<file path="src/rtl/track_fault_pkg.sv">
// Package: shared channel encoding and magnitude helper for the tracking
// error fault monitor. Assumes two's-complement error words.
package track_fault_pkg;

    // Channel index used for the per-channel state array.
    typedef enum logic {
        CH_B = 1'b0,
        CH_A = 1'b1
    } chan_e;

    // Absolute value of a 32-bit signed word, saturating the most negative code.
    function automatic logic [31:0] abs_sat32(input logic signed [31:0] v);
        logic [31:0] r;
        if (v == 32'sh8000_0000) r = 32'h7FFF_FFFF;
        else if (v < 0)          r = 32'(-v);
        else                     r = 32'(v);
        return r;
    endfunction

endpackage

</file>
<file path="src/rtl/track_fault_mag.sv">
// Module: converts a signed error word to an unsigned magnitude.
// Assumes ERR_W >= 2. The most negative code saturates to all ones.
module track_fault_mag #(
    parameter int ERR_W = 16,
    localparam int MAG_W = ERR_W - 1
) (
    input  logic [ERR_W-1:0] err_i,
    output logic [MAG_W-1:0] mag_o
);
    import track_fault_pkg::*;

    localparam logic [ERR_W-1:0] MOST_NEG = {1'b1, {(ERR_W-1){1'b0}}};

    logic [ERR_W-1:0] negated;

    // Two's-complement negation of the raw word.
    always_comb negated = (~err_i) + 1'b1;

    // Pick the positive form, saturating the one code that has none.
    always_comb begin
        if (err_i == MOST_NEG)  mag_o = {MAG_W{1'b1}};
        else if (err_i[ERR_W-1]) mag_o = negated[MAG_W-1:0];
        else                     mag_o = err_i[MAG_W-1:0];
    end

endmodule

</file>
<file path="src/rtl/track_fault_chan.sv">
// Module: per-channel fault state with hysteresis and reference-period
// persistence. Assumes ref_tick is a single-cycle strobe and that
// CLR_LSB < SET_LSB. Reset leaves the channel faulted.
module track_fault_chan #(
    parameter int MAG_W           = 15,
    parameter int SET_LSB         = 55,
    parameter int CLR_LSB         = 45,
    parameter int PERSIST_PERIODS = 1,
    localparam int CNT_W = (PERSIST_PERIODS < 2) ? 1 : $clog2(PERSIST_PERIODS + 1)
) (
    input  logic             clk,
    input  logic             rst_n,
    input  logic [MAG_W-1:0] mag_i,
    input  logic             tick_i,
    output logic             fault_o
);
    localparam logic [MAG_W-1:0] SET_LVL  = MAG_W'(SET_LSB);
    localparam logic [MAG_W-1:0] CLR_LVL  = MAG_W'(CLR_LSB);
    localparam logic [CNT_W-1:0] CNT_LAST = CNT_W'(PERSIST_PERIODS);

    logic             over;
    logic             under;
    logic             fault_q;
    logic [CNT_W-1:0] qual_cnt;

    // Threshold comparisons, strict on both sides.
    always_comb begin
        over  = mag_i > SET_LVL;
        under = mag_i < CLR_LVL;
    end

    // Hysteresis state and tick-counted qualification of a large error.
    always_ff @(posedge clk) begin
        if (!rst_n) begin
            fault_q  <= 1'b1;
            qual_cnt <= '0;
        end else if (fault_q) begin
            qual_cnt <= '0;
            if (under) fault_q <= 1'b0;
        end else if (!over) begin
            qual_cnt <= '0;
        end else if (tick_i) begin
            if (qual_cnt == CNT_LAST) begin
                fault_q  <= 1'b1;
                qual_cnt <= '0;
            end else begin
                qual_cnt <= qual_cnt + 1'b1;
            end
        end
    end

    assign fault_o = fault_q;

    AST_RESET_FAULTED: assert property (@(posedge clk) !rst_n |=> fault_q);
    AST_SET_NEEDS_TICK: assert property (@(posedge clk) disable iff (!rst_n)
        $rose(fault_q) |-> ($past(tick_i) && $past(over)));
    AST_CLEAR_NEEDS_LOW: assert property (@(posedge clk) disable iff (!rst_n)
        $fell(fault_q) |-> $past(under));
    AST_BAND_HOLDS: assert property (@(posedge clk) disable iff (!rst_n)
        (!over && !under) |=> $stable(fault_q));
    AST_QUAL_BOUND: assert property (@(posedge clk) disable iff (!rst_n)
        qual_cnt <= CNT_LAST);

endmodule

</file>
<file path="src/rtl/track_fault_mon.sv">
// Module: two-channel tracking error fault monitor. Both channels are
// monitored continuously. The active-low flag shows the selected channel
// through a combinational mux. Assumes synchronous inputs.
module track_fault_mon #(
    parameter int ERR_W           = 16,
    parameter int SET_LSB         = 55,
    parameter int CLR_LSB         = 45,
    parameter int PERSIST_PERIODS = 1,
    localparam int MAG_W = ERR_W - 1,
    localparam int NUM_CH = 2
) (
    input  logic             clk,
    input  logic             rst_n,
    input  logic [ERR_W-1:0] err_a,
    input  logic [ERR_W-1:0] err_b,
    input  logic             sel_a,
    input  logic             ref_tick,
    output logic             fault_n
);
    import track_fault_pkg::*;

    logic [ERR_W-1:0] err_arr [NUM_CH];
    logic [MAG_W-1:0] mag_arr [NUM_CH];
    logic [NUM_CH-1:0] fault_arr;

    // Place the channel inputs in the array order given by chan_e.
    always_comb begin
        err_arr[CH_A] = err_a;
        err_arr[CH_B] = err_b;
    end

    for (genvar ch = 0; ch < NUM_CH; ch++) begin : g_chan
        track_fault_mag #(
            .ERR_W(ERR_W)
        ) u_mag (
            .err_i(err_arr[ch]),
            .mag_o(mag_arr[ch])
        );

        track_fault_chan #(
            .MAG_W(MAG_W),
            .SET_LSB(SET_LSB),
            .CLR_LSB(CLR_LSB),
            .PERSIST_PERIODS(PERSIST_PERIODS)
        ) u_chan (
            .clk(clk),
            .rst_n(rst_n),
            .mag_i(mag_arr[ch]),
            .tick_i(ref_tick),
            .fault_o(fault_arr[ch])
        );
    end

    // Show the selected channel's state, inverted to active low.
    always_comb fault_n = ~fault_arr[sel_a ? CH_A : CH_B];

    AST_SWITCH_SHOWS_OTHER: assert property (@(posedge clk) disable iff (!rst_n)
        ($stable(fault_arr) && (sel_a != $past(sel_a))) |->
        (fault_n == ~fault_arr[sel_a]));

endmodule

</file>
<file path="config.mk">
export PLATFORM = sky130hd
export DESIGN_NAME = track_fault_mon
export DESIGN_NICKNAME = d
export VERILOG_FILES = /design/src/rtl/track_fault_pkg.sv /design/src/rtl/track_fault_mag.sv /design/src/rtl/track_fault_chan.sv /design/src/rtl/track_fault_mon.sv
export SDC_FILE = /design/constraint.sdc
export NUM_CORES = 1
export LEC_CHECK = 0
export BUFFER_PORTS_ARGS = -buffer_cell sky130_fd_sc_hd__buf_2
export CORE_MARGIN = 2
export CORE_UTILIZATION = 51
export CTS_CLUSTER_DIAMETER = 40
export CTS_CLUSTER_SIZE = 8
export DETAILED_ROUTE_END_ITERATION = 16
export PLACE_DENSITY = 0.81
export SLEW_MARGIN = 25
export SYNTH_ARGS = -nofsm -noshare
export SYNTH_HDL_FRONTEND = slang
export SYNTH_SLANG_ARGS = --single-unit
</file>
<file path="constraint.sdc">
create_clock -name clk -period 2.9 [get_ports clk]
set_input_delay 0.58 -clock clk [delete_from_list [all_inputs] [get_ports clk]]
set_output_delay 0.58 -clock clk [all_outputs]
set_load 0.1 [all_outputs]
</file>
# == Word level (Yosys, flattened, before mapping) ==
# Cells that the tools add are included.
# totals
word_cells,42
inputBits,36
regBits,4
out_inout_bits,1
# op_classes
n_eq_ne,2
n_bitwise,6
n_reduce_logical,2
n_lt_le_gt_ge,5
addsub,4
n_mux,19
# ops
operator,count
two-way mux 15 bit,4
== test 16 bit (second input constant),2
adder 15 x 1 -> 15 bit (second input constant),2
> comparator 15 x 6 -> 1 bit (second input constant),2
< comparator 15 x 6 -> 1 bit (second input constant),2
NOT 15 bit,2
two-way mux 1 bit,15
OR reduction 3 bit,2
NOT 1 bit,4
adder 1 bit (second input constant),2
< comparator 1 x 2 -> 1 bit (second input constant),1

# == Logic depth before layout (Yosys ltp) ==
# depth
ltp_word,7
ltp_mapped,9
mapped_depth_nobuf,8

# == Hierarchy ==
# A second synthesis with hierarchy kept.
# unflattened
cells_unflattened,177
area_unflattened_um2,1213.7
# modules_own_cells
module,n_inst,cells_each,area_each_um2,seq_area_each_um2
track_fault_mag,2,72,456.7,0.0
track_fault_chan,2,16,145.1,40.0
track_fault_mon,1,1,10.0,0.0

# == Worst setup path after synthesis ==
# Ideal clock, no wire load.
# synth_timing
kind,input port to output port
from,input port sel_a
to,output port fault_n
arrival_ps,2161
setup_slack_ps,159
required_time_ps,2320
n_path_buf,0
path_stages,1
cell_sequence,mux2i_1
# synth_between
elab_chain_len,4
# synth_lines
element,line_no,rtl
from (decl),track_fault_mon.sv:16,"input logic sel_a,"
two-way mux 1 bit (3 in a row),track_fault_mon.sv:55,always_comb fault_n = ~fault_arr[sel_a ? CH_A : CH_B];
NOT 1 bit,track_fault_mon.sv:55,
to (decl),track_fault_mon.sv:18,output logic fault_n
# Every way passes these cells. The select of a mux whose other input is x is not followed.

# == Worst setup path after layout ==
# layout_timing
from,input port err_a[0]
to,register g_chan[1].u_chan.qual_cnt
# layout_between
elab_chain_len,7
elab_cells_between_ends,8
cone_classes,1 x add/sub; 1 x order compare; 1 x eq/ne; 2 x mux; 2 x bitwise; 1 x reduce/logical
# layout_lines
element,line_no,rtl
from (decl),track_fault_mon.sv:14,"input logic [ERR_W-1:0] err_a,"
NOT 15 bit,track_fault_mag.sv:17,always_comb negated = (~err_i) + 1'b1;
adder 15 x 1 -> 15 bit,track_fault_mag.sv:17,
two-way mux 15 bit,track_fault_mag.sv:22,else if (err_i[ERR_W-1]) mag_o = negated[MAG_W-1:0];
two-way mux 15 bit *,track_fault_mag.sv:21,if (err_i == MOST_NEG) mag_o = {MAG_W{1'b1}};
> comparator 15 x 6 -> 1 bit *,track_fault_chan.sv:28,over = mag_i > SET_LVL;
NOT 1 bit (no line) *,n/a,
OR reduction 3 bit (no line) *,n/a,
to (signal assigned),track_fault_chan.sv:47,qual_cnt <= qual_cnt + 1'b1;
to (decl),track_fault_chan.sv:24,logic [CNT_W-1:0] qual_cnt;
# Mark *: on every way between the ends. The rest lies on a longest branch, timed or not.
# A chain may end at the register's enable or synchronous reset.

==> metrics <==
Avg Cell Area, Syn=6.60 um^2; cell internal pwr=162 uW; pre-CTS setup slack=0.0227 ns; Clk Latency, worst-skew pair=0.23 ns; Routed WL per cell=14.1 um; crit path DAT=2.75 ns; total CTS buffers=3; # diodes=0; Core Area=0.00200 mm^2; vias in the first global route=1296; Leak Pwr=0.000543 uW; RSZ-0062 raised after global routing=false; Gate power share=53.7%; Post-synth top cells=inv_1, nor2_1, nand2_1; Clk network pwr share=25.4%; post-layout util=65.5%; initial antenna violation count=0; register area share after synthesis=7.31%; largest net degree at the start of global routing=20; Area Growth Syn to Fin=19.8%; Post-Syn Nets=204; Final WS setup=0.269 ns; top-area cell type share of the netlist area=7.31%; PortBufs=36; post-CTS setup buffer count=0; Die Footprint=0.00253 mm^2; max_slew headroom=51.3%; worst-case clock buffer depth=2; Highest Signal Layer=met4; M1 WL=1470 um; Residual DRC=0; Hold/Removal Path Class=reg -> reg; first-pass detailed-route iteration total=4; H-tree levels=1; starting density of the core=54.7%; switching part of the total power=39.3%; Seq pwr share=20.9%; max-slew violations=0; cell area after synthesis=0.00109 mm^2; nets=239; Psw=105 uW; vias per std cell=6.38; clk root buf=clkbuf_4; post-DP HPWL=2490 um; Fin Clk Skew=0.0000205 ns; post-CTS resize count=0; die height=50.3 um; Max rail drop VDD=169 uV; Synth Flop Type=dfxtp_1; final worst path period share=90.7%; cell taking the most area after synthesis=dfxtp_1; Final Non-Filler Cells=226; Pwr Density=203 mW/mm^2; MaxCap Viol Count=0; outcome=finished, final reports clean; Post-synth EDFFs=0; Via Count=1443; cells after synthesis=166; Netlist cell types=53; met3 wire len=185 um; Post-DRT Antenna Nets=0; top-count cell post-synth=inv_1; Design Power=267 uW; clock-pin slew on the worst setup and hold paths=0.03 ns; GRT Util Overall=26.2%; async set or reset register ratio after synthesis=0%; hold buffers post-CTS=0; endpoints failing setup=0; CTS tree=built; FF+latch count, synth=4; row count=16; Final Hold Violating Endpoints=0; clock sink count=4; Die Wd=50.3 um; proportion of layout cells with a drive suffix above 1=23.6%; top post-synthesis cells by area=dfxtp_1, inv_1, xor2_1, nor3_1, nor2_1; Crit Path Class=in -> reg; GPL Wtd Cong=0.959; crit path capture type=flop; GR Overflow Total=0; Final min period=2.63 ns; Req. time, crit path=3.02 ns; metal2 WL=1510 um; Inst Count DP=223; CP max FO=6; YS warnings=0; final setup TNS=0 ns; Slew @ Worst Pin=0.723 ns; first-pass GRT wire length=5390 um; startpoint types=primary input; Iteration-0 DRC Markers=62; Fmax=0.380 GHz; drt total wl=3190 um; # IOs=37
routing by layer:
| layer | up-vias | global-route usage, % |
|---|---|---|
| li1 | 722 | - |
| met1 | 660 | 34.8 |
| met2 | 57 | 44.3 |
| met3 | 4 | 2.68 |
| met4 | 0 | 8.11 |
| met5 | - | 0 |
flip-flops by register name (all words and copies together) (netlist names):
| name | flops |
|---|---|
| g_chan.u_chan.fault_o | 2 |
| g_chan.u_chan.qual_cnt | 2 |
power groups by stage:
stage               Clock (uW)  Sequential, uW  Combinational, uW
floorplan                    0            56.4               82.9
global placement             0            56.5                134
detailed placement           0            56.5                139
CTS                       69.8            55.6                140
global route              74.3            55.6                159
finish                    67.6            55.7                143
layout make-up:
class | instances | area [um^2]
clock buffer | 3 | 22.5
fill | 195 | 691
inverter | 14 | 52.6
multi-input combinational | 141 | 935
sequential | 4 | 80.1
tap | 27 | 33.8
timing repair buffer | 37 | 188
cells by family after synthesis:
logic type      Yosys count  share of synthesized area [%]
fa+ha+maj                 2                           2.29
xor+xnor                  7                           5.60
flops                     4                           7.31
compound gates           55                           36.7
buf+inv                  21                           7.31
mux                       3                           2.86
simple gates             74                           37.9
path summary, 6_finish.rpt:
check | depth (start not counted) | startpoint | end | slack, ns
setup / recovery | 9 | err_a[0] | g_chan[1].u_chan.qual_cnt$_SDFFE_PP0P_ | 0.27
hold reg to reg | 2 | g_chan[1].u_chan.qual_cnt$_SDFFE_PP0P_ | g_chan[1].u_chan.fault_o$_SDFF_PN1_ | 0.53
setup reg to reg | 2 | g_chan[0].u_chan.fault_o$_SDFF_PN1_ | g_chan[0].u_chan.fault_o$_SDFF_PN1_ | 1.74
hold / removal | 2 | g_chan[1].u_chan.qual_cnt$_SDFFE_PP0P_ | g_chan[1].u_chan.fault_o$_SDFF_PN1_ | 0.53
metrics by stage:
stage	area, um^2	hold WS, ns
2_1_floorplan	1090	0.490
3_3_place_gp	1290	0.509
3_5_place_dp	1290	0.527
4_1_cts	1310	0.541
5_1_grt	1310	0.597
6_report	1310	0.534
layout by cell type (no fill, tap or decap), types with 5 or more instances in the layout:
cell type	instances
o21ai_0	9
a31oi_1	5
buf_2	36
nor3_1	10
nand2b_1	7
xor2_1	6
a21oi_1	7
nor2_1	13
nand2_1	12
inv_1	14
critical path, stage by stage:
cell and delay, ns:
buf_2 0.11, inv_1 0.07, ha_1 0.25, or4b_2 0.66
nor4b_1 0.38, a311oi_1 0.10, a2111oi_0 0.25, and4_1 0.26
a21oi_1 0.07
(Power assumes the default switching activity.)
